$ cat src/rtl/rwp_pkg.sv
package rwp_pkg;
  localparam int SMP_W  = 16;
  localparam int CNT_W  = SMP_W;
  localparam int WORD_W = SMP_W + CNT_W;

  typedef logic [SMP_W-1:0]  smp_t;
  typedef logic [CNT_W-1:0]  cnt_t;
  typedef logic [WORD_W-1:0] word_t;

  // value in the upper half, repeats minus one in the lower half
  function automatic word_t make_run_word(smp_t value, cnt_t reps_m1);
    return {value, reps_m1};
  endfunction

  // earlier sample high, later sample low
  function automatic word_t make_pair_word(smp_t early, smp_t late);
    return {early, late};
  endfunction

  // true when one more repeat fills the counter
  function automatic logic run_at_limit(cnt_t reps_m1);
    return reps_m1 == ~cnt_t'(1);
  endfunction
endpackage

$ cat src/rtl/rwp_run_tracker.sv
module rwp_run_tracker
  import rwp_pkg::*;
(
  input  logic  clk,
  input  logic  rst_n,
  input  logic  smp_valid,
  input  smp_t  smp_data,
  input  logic  flush,
  input  logic  slot_free,
  output logic  emit_req,
  output word_t emit_word,
  output logic  blocked
);
  logic have_run, nxt_have;
  smp_t held, nxt_held;
  cnt_t cnt, nxt_cnt;
  logic want, commit;

  always_comb begin
    want      = 1'b0;
    emit_word = '0;
    nxt_have  = have_run;
    nxt_held  = held;
    nxt_cnt   = cnt;
    if (flush) begin
      if (have_run) begin
        want      = 1'b1;
        emit_word = make_run_word(held, cnt);
        nxt_have  = 1'b0;
        nxt_cnt   = '0;
      end
    end else if (smp_valid) begin
      if (!have_run) begin
        nxt_have = 1'b1;
        nxt_held = smp_data;
        nxt_cnt  = '0;
      end else if (smp_data != held) begin
        want      = 1'b1;
        emit_word = make_run_word(held, cnt);
        nxt_held  = smp_data;
        nxt_cnt   = '0;
      end else if (run_at_limit(cnt)) begin
        want      = 1'b1;
        emit_word = make_run_word(held, cnt + cnt_t'(1));
        nxt_have  = 1'b0;
        nxt_cnt   = '0;
      end else begin
        nxt_cnt = cnt + cnt_t'(1);
      end
    end
  end

  assign commit   = !want || slot_free;
  assign emit_req = want && slot_free;
  assign blocked  = want && !slot_free;

  always_ff @(posedge clk or negedge rst_n) begin
    if (!rst_n) begin
      have_run <= 1'b0;
      held     <= '0;
      cnt      <= '0;
    end else if (commit) begin
      have_run <= nxt_have;
      held     <= nxt_held;
      cnt      <= nxt_cnt;
    end
  end

  // words only come out of an open run
  p_emit_open_run_r2: assert property (@(posedge clk) disable iff (!rst_n)
    emit_req |-> have_run);
  // a full counter never stays stored, the run closes first
  p_no_stored_full_r3: assert property (@(posedge clk) disable iff (!rst_n)
    have_run |-> (cnt != '1));
  // a refused word leaves the run untouched
  p_blocked_keeps_run_r8: assert property (@(posedge clk) disable iff (!rst_n)
    blocked |=> ($stable(held) && $stable(cnt) && $stable(have_run)));
endmodule

$ cat src/rtl/rwp_pair_packer.sv
module rwp_pair_packer
  import rwp_pkg::*;
(
  input  logic  clk,
  input  logic  rst_n,
  input  logic  smp_valid,
  input  smp_t  smp_data,
  input  logic  flush,
  input  logic  slot_free,
  output logic  emit_req,
  output word_t emit_word,
  output logic  blocked
);
  logic have_half, nxt_half;
  smp_t first, nxt_first;
  logic want, commit;

  always_comb begin
    want      = 1'b0;
    emit_word = '0;
    nxt_half  = have_half;
    nxt_first = first;
    if (flush) begin
      if (have_half) begin
        want      = 1'b1;
        emit_word = make_pair_word(first, '0);
        nxt_half  = 1'b0;
      end
    end else if (smp_valid) begin
      if (!have_half) begin
        nxt_half  = 1'b1;
        nxt_first = smp_data;
      end else begin
        want      = 1'b1;
        emit_word = make_pair_word(first, smp_data);
        nxt_half  = 1'b0;
      end
    end
  end

  assign commit   = !want || slot_free;
  assign emit_req = want && slot_free;
  assign blocked  = want && !slot_free;

  always_ff @(posedge clk or negedge rst_n) begin
    if (!rst_n) begin
      have_half <= 1'b0;
      first     <= '0;
    end else if (commit) begin
      have_half <= nxt_half;
      first     <= nxt_first;
    end
  end

  // a pair word needs a stored first half
  p_pair_needs_half_r5: assert property (@(posedge clk) disable iff (!rst_n)
    emit_req |-> have_half);
  // after a flush no half stays open unless it was refused
  p_flush_clears_half_r6: assert property (@(posedge clk) disable iff (!rst_n)
    (flush && !blocked) |=> !have_half);
endmodule

$ cat src/rtl/rwp_out_slot.sv
module rwp_out_slot
  import rwp_pkg::*;
(
  input  logic  clk,
  input  logic  rst_n,
  input  logic  load,
  input  word_t load_word,
  input  logic  ready,
  output logic  slot_free,
  output logic  valid,
  output word_t data
);
  assign slot_free = !valid || ready;

  always_ff @(posedge clk or negedge rst_n) begin
    if (!rst_n) begin
      valid <= 1'b0;
      data  <= '0;
    end else if (load) begin
      valid <= 1'b1;
      data  <= load_word;
    end else if (ready) begin
      valid <= 1'b0;
    end
  end

  // a waiting word is held unchanged
  p_hold_word_r7: assert property (@(posedge clk) disable iff (!rst_n)
    (valid && !ready) |=> (valid && $stable(data)));
  // producers never load into a busy slot
  p_no_load_busy_r8: assert property (@(posedge clk) disable iff (!rst_n)
    load |-> (!valid || ready));
endmodule

$ cat src/rtl/run_word_packer.sv
module run_word_packer
  import rwp_pkg::*;
(
  input  logic              clk,
  input  logic              rst_n,
  input  logic              comp_en,
  input  logic              smp_valid,
  input  logic [SMP_W-1:0]  smp_data,
  input  logic              flush,
  output logic              word_valid,
  output logic [WORD_W-1:0] word_data,
  input  logic              word_ready,
  output logic              overflow
);
  logic  slot_free;
  logic  run_emit, run_blk, pair_emit, pair_blk;
  word_t run_word, pair_word;
  logic  load_any, blocked_any;
  word_t load_word;

  rwp_run_tracker u_run (
    .clk       (clk),
    .rst_n     (rst_n),
    .smp_valid (smp_valid && comp_en),
    .smp_data  (smp_data),
    .flush     (flush && comp_en),
    .slot_free (slot_free),
    .emit_req  (run_emit),
    .emit_word (run_word),
    .blocked   (run_blk)
  );

  rwp_pair_packer u_pair (
    .clk       (clk),
    .rst_n     (rst_n),
    .smp_valid (smp_valid && !comp_en),
    .smp_data  (smp_data),
    .flush     (flush && !comp_en),
    .slot_free (slot_free),
    .emit_req  (pair_emit),
    .emit_word (pair_word),
    .blocked   (pair_blk)
  );

  assign load_any    = run_emit || pair_emit;
  assign load_word   = run_emit ? run_word : pair_word;
  assign blocked_any = run_blk || pair_blk;

  rwp_out_slot u_slot (
    .clk       (clk),
    .rst_n     (rst_n),
    .load      (load_any),
    .load_word (load_word),
    .ready     (word_ready),
    .slot_free (slot_free),
    .valid     (word_valid),
    .data      (word_data)
  );

  always_ff @(posedge clk or negedge rst_n) begin
    if (!rst_n) overflow <= 1'b0;
    else if (blocked_any) overflow <= 1'b1;
  end

  // the flag never clears on its own
  p_overflow_sticky_r8: assert property (@(posedge clk) disable iff (!rst_n)
    overflow |=> overflow);
  // the flag rises only after a refused word
  p_overflow_cause_r8: assert property (@(posedge clk) disable iff (!rst_n)
    $rose(overflow) |-> $past(blocked_any));
  // only one producer is active at a time
  p_single_producer_r5: assert property (@(posedge clk) disable iff (!rst_n)
    !(run_emit && pair_emit));
endmodule

$ cat config.mk
export PLATFORM = sky130hd
export DESIGN_NAME = run_word_packer
export DESIGN_NICKNAME = d
export VERILOG_FILES = /design/src/rtl/rwp_pkg.sv /design/src/rtl/rwp_run_tracker.sv /design/src/rtl/rwp_pair_packer.sv /design/src/rtl/rwp_out_slot.sv /design/src/rtl/run_word_packer.sv
export SDC_FILE = /design/constraint.sdc
export NUM_CORES = 1
export LEC_CHECK = 0
export ABC_AREA = 1
export BUFFER_PORTS_ARGS = -buffer_cell sky130_fd_sc_hd__buf_2
export CAP_MARGIN = 20
export CORE_MARGIN = 2
export CORE_UTILIZATION = 45
export DETAILED_ROUTE_END_ITERATION = 16
export HOLD_SLACK_MARGIN = 0.05
export SYNTH_ARGS = -nofsm -noshare
export SYNTH_HDL_FRONTEND = slang
export SYNTH_HIERARCHICAL = 1
export SYNTH_SLANG_ARGS = --single-unit
$ cat constraint.sdc
create_clock -name clk -period 2.91 [get_ports clk]
set_input_delay 0.582 -clock clk [delete_from_list [all_inputs] [get_ports clk]]
set_output_delay 0.582 -clock clk [all_outputs]
set_load 0.1 [all_outputs]
Word-level counts from Yosys, hierarchy flattened --
Index checks and enable logic that the tools add are counted.
Operators by class: add/sub/neg operators 1, reductions and logical operators 26, equal/unequal tests 4, multiplexer cells 38, bitwise gates (word level) 3
Operators by type and width (count):
- 32-bit two-way mux | 11
- 16-bit two-way mux | 8
- 1-bit two-way mux | 19
- 16-bit by 1-bit adder with 16-bit output (second input constant) | 1
- 16-bit == test (second input constant) | 1
- 16-bit != test | 1
- 1-bit logical AND | 8
- 4-bit AND reduction | 2
- 2-bit nonzero test | 3
- 1-bit zero test | 5
- 1-bit logical OR | 5
- 2-bit != test (second input constant) | 2
- 2-bit AND reduction | 2
- 1-bit NOT | 3
- 3-bit AND reduction | 1
Storage, ports and cells: bits in registers 84, input bits 22, output and inout port bits 34

Logic depth before layout (Yosys ltp) --
depth in word-level cells 9, mapped depth 17, mapped depth without buffers 16

Cells and area by module --
The synthesis kept the hierarchy.
By module, submodules not included:
- rwp_run_tracker | cells each 420, times used 1, area each 2626.3 µm², seq. area each 825.8 µm²
- rwp_out_slot | cells each 140, times used 1, area each 1326.3 µm², seq. area each 825.8 µm²
- rwp_pair_packer | cells each 147, times used 1, area each 1012.2 µm², seq. area each 425.4 µm²
- run_word_packer | cells each 117, times used 1, area each 506.7 µm², seq. area each 25.0 µm²

Worst setup path after synthesis --
OpenSTA, ideal clock, no wires.
kind reg2reg, from register u_run.cnt[0], to register u_slot.data[0], setup slack 0.614 ns, clock period less this slack 2.296 ns, buffers on the path 3, cell stages (with the launch flop) 18, data arrival time 2.229 ns, required time 2.843 ns, setup time 0.067 ns, path through dfrtp_1 > inv_1 > ha_1 > nand2_1 > nor2_1 > nand2_1 > nor2_1 > nor2_1 > nand3_2 > nand2_1 > nor2_1 > buf_6 > or2_2 > buf_6 > inv_8 > buf_6 > nand2_1 > nand2_1
Between the ends: word-level cells in the longest chain between the ends 8, elaborated cells between the ends (all ways) 16
Ends and longest elaborated chain:
- start: declaration | line rwp_run_tracker.sv:16 | cnt_t cnt, nxt_cnt;
- start signal: assignment | line rwp_run_tracker.sv:65 | cnt <= nxt_cnt;
- 16-bit == test | line rwp_pkg.sv:22 | return reps_m1 == ~cnt_t'(1);
- 1-bit two-way mux | line rwp_run_tracker.sv:42 | end else if (run_at_limit(cnt)) begin
- 1-bit two-way mux | line rwp_run_tracker.sv:37 | end else if (smp_data != held) begin
- 1-bit two-way mux | line rwp_run_tracker.sv:33 | if (!have_run) begin
- 1-bit two-way mux | line rwp_run_tracker.sv:32 | end else if (smp_valid) begin
- 1-bit two-way mux | line rwp_run_tracker.sv:25 | if (flush) begin
- 1-bit logical AND | line rwp_run_tracker.sv:54 | assign emit_req = want && slot_free;
- net run_emit | line run_word_packer.sv:16 | logic run_emit, run_blk, pair_emit, pair_blk;
- 1-bit logical OR | line run_word_packer.sv:45 | assign load_any = run_emit || pair_emit;
- net load_any | line run_word_packer.sv:18 | logic load_any, blocked_any;
- end signal: assignment | line rwp_out_slot.sv:21 | data <= load_word;
- end: declaration | line rwp_out_slot.sv:11 | output word_t data
The timed path passes the listed nets, and every way through them passes these cells. A chain may end at the register's enable or synchronous reset.

Worst setup path after layout --
Ends and elaborated chain as after synthesis.

==> key figures <==
Clock tree
  – Clock Path Buffers: 2
  – CTS resizes: 0
  – CTS sink count: 84
  – Clock slew at reported path FFs: 0.06 ns
  – # hold bufs at CTS: 0
  – CTS Buf Count: 9
  – CTS tree: built
  – H-Tree Depth: 3
  – Root buffer cell: clkbuf_16
  – Worst skew pair latency: between 0.3 and 0.4 ns
  – Number of setup buffers added after CTS: 0

Timing
  – Max Fclk: 404 MHz
  – Setup TNS: 0 ns
  – Worst slew pin tran: 0.558 ns
  – Fin. Hold Viols: 0
  – Part of the cycle the worst path needs: 0.850
  – Final setup viols: 0
  – Max_slew headroom: 0.628
  – RSZ-0062 raised after global routing: false
  – Pins over their slew limit: 0
  – Skew final: 0.00575 ns
  – Post-layout minimum cycle time: 2.47 ns

Final layout
  – Synth-to-layout area growth: 9.42%
  – Fin area: 0.00599 sq mm
  – Share of layout cells above drive strength 1: 0.128
  – Ant. Diodes: 0
  – Layout Nets: 886

Worst setup path
  – Critical Path Start: u_run/cnt[0]$_DFFE_PN0P_
  – Crit Reg-Reg Startpoint: u_run/cnt[0]$_DFFE_PN0P_
  – CP Class: flop to flop
  – Slowest Stage Delay on Critical Path: roughly 0.39 ns
  – CP Data Required Time: 3.19 ns
  – Crit start category: flop
  – Worst-path fanout max: 32
  – Cell Chain, Critical Path: inv_1, ha_1, nand2_1, nor2_1, nand2_1, nor2_1, nor2_1, nand3_2, nand2_1, nor2_2, or2_2, buf_4, nand2_1, nand2_1
  – Critical path endpoint category: flop
  – Slowest CP cell: dfrtp_1
  – CP Data Arrival Time: approximately 2.8 ns
  – Cell mode on critical path: nand2_1
  – Reg-to-reg slack, setup: around 0.44 ns

Placed design
  – DP Area: about 0.0057 sq mm
  – GPL Wtd Cong: approximately 0.9
  – Port bufs: between 50 and 60
  – Hpwl dp: 10,300 um

GRT
  – Wire length of the first global-routing pass: around 24,000 um
  – Largest net degree at the start of global routing: 85
  – Vias in the first global route: 4,588
  – Overflow after GRT: 0
  – Antenna violations before repair: 0
  – Tot GR Track Use: 0.231

Floorplan
  – Io pins: 56
  – Effective utilization at floorplan: 0.457
  – Core area: roughly 0.012 sq mm
  – Die area: roughly 0.013 sq mm
  – Row cnt: 40
  – Die W: ~110 um
  – Chip Height: roughly 110 um

Yosys
  – Register area share after synthesis: 0.384
  – Post-synth EDFFs: 0
  – Distinct cell type count after synthesis: 33
  – Synth Register Bits: between 80 and 90
  – Post-Syn Nets: ~850
  – Netlist Area Pre-Place: approximately 0.0055 sq mm
  – Primary FF master, synth: dfrtp_1
  – Synth Instances: a little over 800
  – Synthesis Warnings: 6
  – Async SR Flop Fraction: 1.00
  – Syn Area/Cell: 6.64 sq um

Power and ir drop
  – Total Power: 0.00352 W
  – Leak: 3.42 nW
  – P per Cell Area: slightly below 600 mW/mm^2
  – Peak VDD IR: ~0.23 mV

Routing
  – DRC: 0
  – Drt first-iter violations: 368
  – Wirelength per Cell: 13.9 um
  – Drt pass-1 iters: 5
  – Via Count: 5,099
  – Routed Antenna Nets: 0
  – Via density: between 5 and 6
  – DRT Wirelength: 14,100 um

Hold path
  – Hold Crit Class: input pin to asynchronous set/reset pin

Outcome
  – Status: completed

Job
  – MaxCap Viol Count: 0
## worst max-delay path, delay by kind of cell, from the launching register on
family / cells / cell delay [ns]
flops: 1 / 0.39
fa+ha+maj: 1 / 0.22
simple gates: 11 / 1.28
buf+inv: 2 / 0.50
## flip-flops by register name, summed over array words and instances, names as in the netlist
name and flops:
u_slot/data 32, u_pair/first 16, u_run/cnt 16, u_run/held 16
overflow 1, u_pair/have_half 1, u_run/have_run 1, u_slot/valid 1
## area by class of cell
type / instances / area (sq um)
Sequential cell: 84 / 2100
Fill cell: 1263 / 5970
Timing Repair Buffer: 63 / 350
Inverter: 103 / 397
Multi-Input combinational cell: 601 / 2660
Clock inverter: 4 / 48.8
Clock buffer: 12 / 246
Tap cell: 147 / 184
## synth_stat cells, types with 5 or more instances
cell | n | area share
o21ai_1 | 16 | 0.015
buf_6 | 13 | 0.027
inv_2 | 6 | 0.0041
nor2_1 | 82 | 0.056
xor2_1 | 14 | 0.022
o21ai_0 | 23 | 0.021
nand3_1 | 10 | 0.0091
nor3_1 | 5 | 0.0046
nand2_1 | 383 | 0.26
nand4_1 | 38 | 0.043
dfrtp_1 | 84 | 0.38
buf_2 | 8 | 0.0073
buf_4 | 7 | 0.0096
inv_1 | 95 | 0.065
nand2_2 | 11 | 0.013
## cells in the final DEF (no fill, tap or decap), types with 2 or more instances in the layout
cell,n
clkbuf_16,9
ha_1,2
inv_1,95
xor2_1,14
nand4_1,38
nor2_2,4
nor3_1,5
nand2_1,383
buf_2,54
nor2_1,81
nand2_2,11
clkbuf_1,2
inv_2,6
clkinv_2,2
buf_4,8
nand3_1,10
o21ai_0,23
nand2_4,2
nand3_2,2
dfrtp_1,84
o21ai_1,16
nand3_4,3
## power by group
part	switching, W	total (W)	internal (W)
registers	0.0000956	0.00141	0.00132
logic	0.000764	0.000963	0.000199
clock network	0.000457	0.00114	0.000687
total	0.00132	0.00352	0.00220
## kinds of logic after synthesis
group / synth area share
xor+xnor: 0.0240
compound gates: 0.0412
simple gates: 0.416
fa+ha+maj: 0.00457
buf+inv: 0.130
flops: 0.384
## metal layers
layer	vias to the layer above	GRT usage	wire, um	share of wire
li1	2577	-	-	-
met5	-	0	0	0
met4	0	0.0927	380	0.027
met1	2355	0.344	6810	0.48
met2	146	0.337	6070	0.43
met3	21	0.0328	818	0.058
## metrics by stage
stage | cells | worst slack [ns] | utilization | hold slack, ns
floorplan | 824 | 0.614 | - | 0.286
global placement | 997 | 0.365 | 0.474 | 0.445
detailed placement | 997 | 0.332 | 0.474 | 0.444
CTS | 1013 | 0.426 | 0.499 | 0.459
global route | 1014 | 0.205 | 0.501 | 0.275
finish | 1014 | 0.436 | 0.501 | 0.228
## path summary, 6_finish.rpt
| check | to | cells after the start |
|---|---|---|
| setup / recovery | u_slot/data[0]$_DFFE_PN0P_ | 14 |
| hold / removal | u_slot/data[22]$_DFFE_PN0P_ | 1 |
| setup reg to reg | u_slot/data[0]$_DFFE_PN0P_ | 14 |
| hold reg to reg | overflow$_DFFE_PN0P_ | 2 |
| max in group asynchronous | u_run/cnt[9]$_DFFE_PN0P_ | 2 |
| min in group clk | overflow$_DFFE_PN0P_ | 2 |
Note: power is estimated with default switching activity, not from simulation.
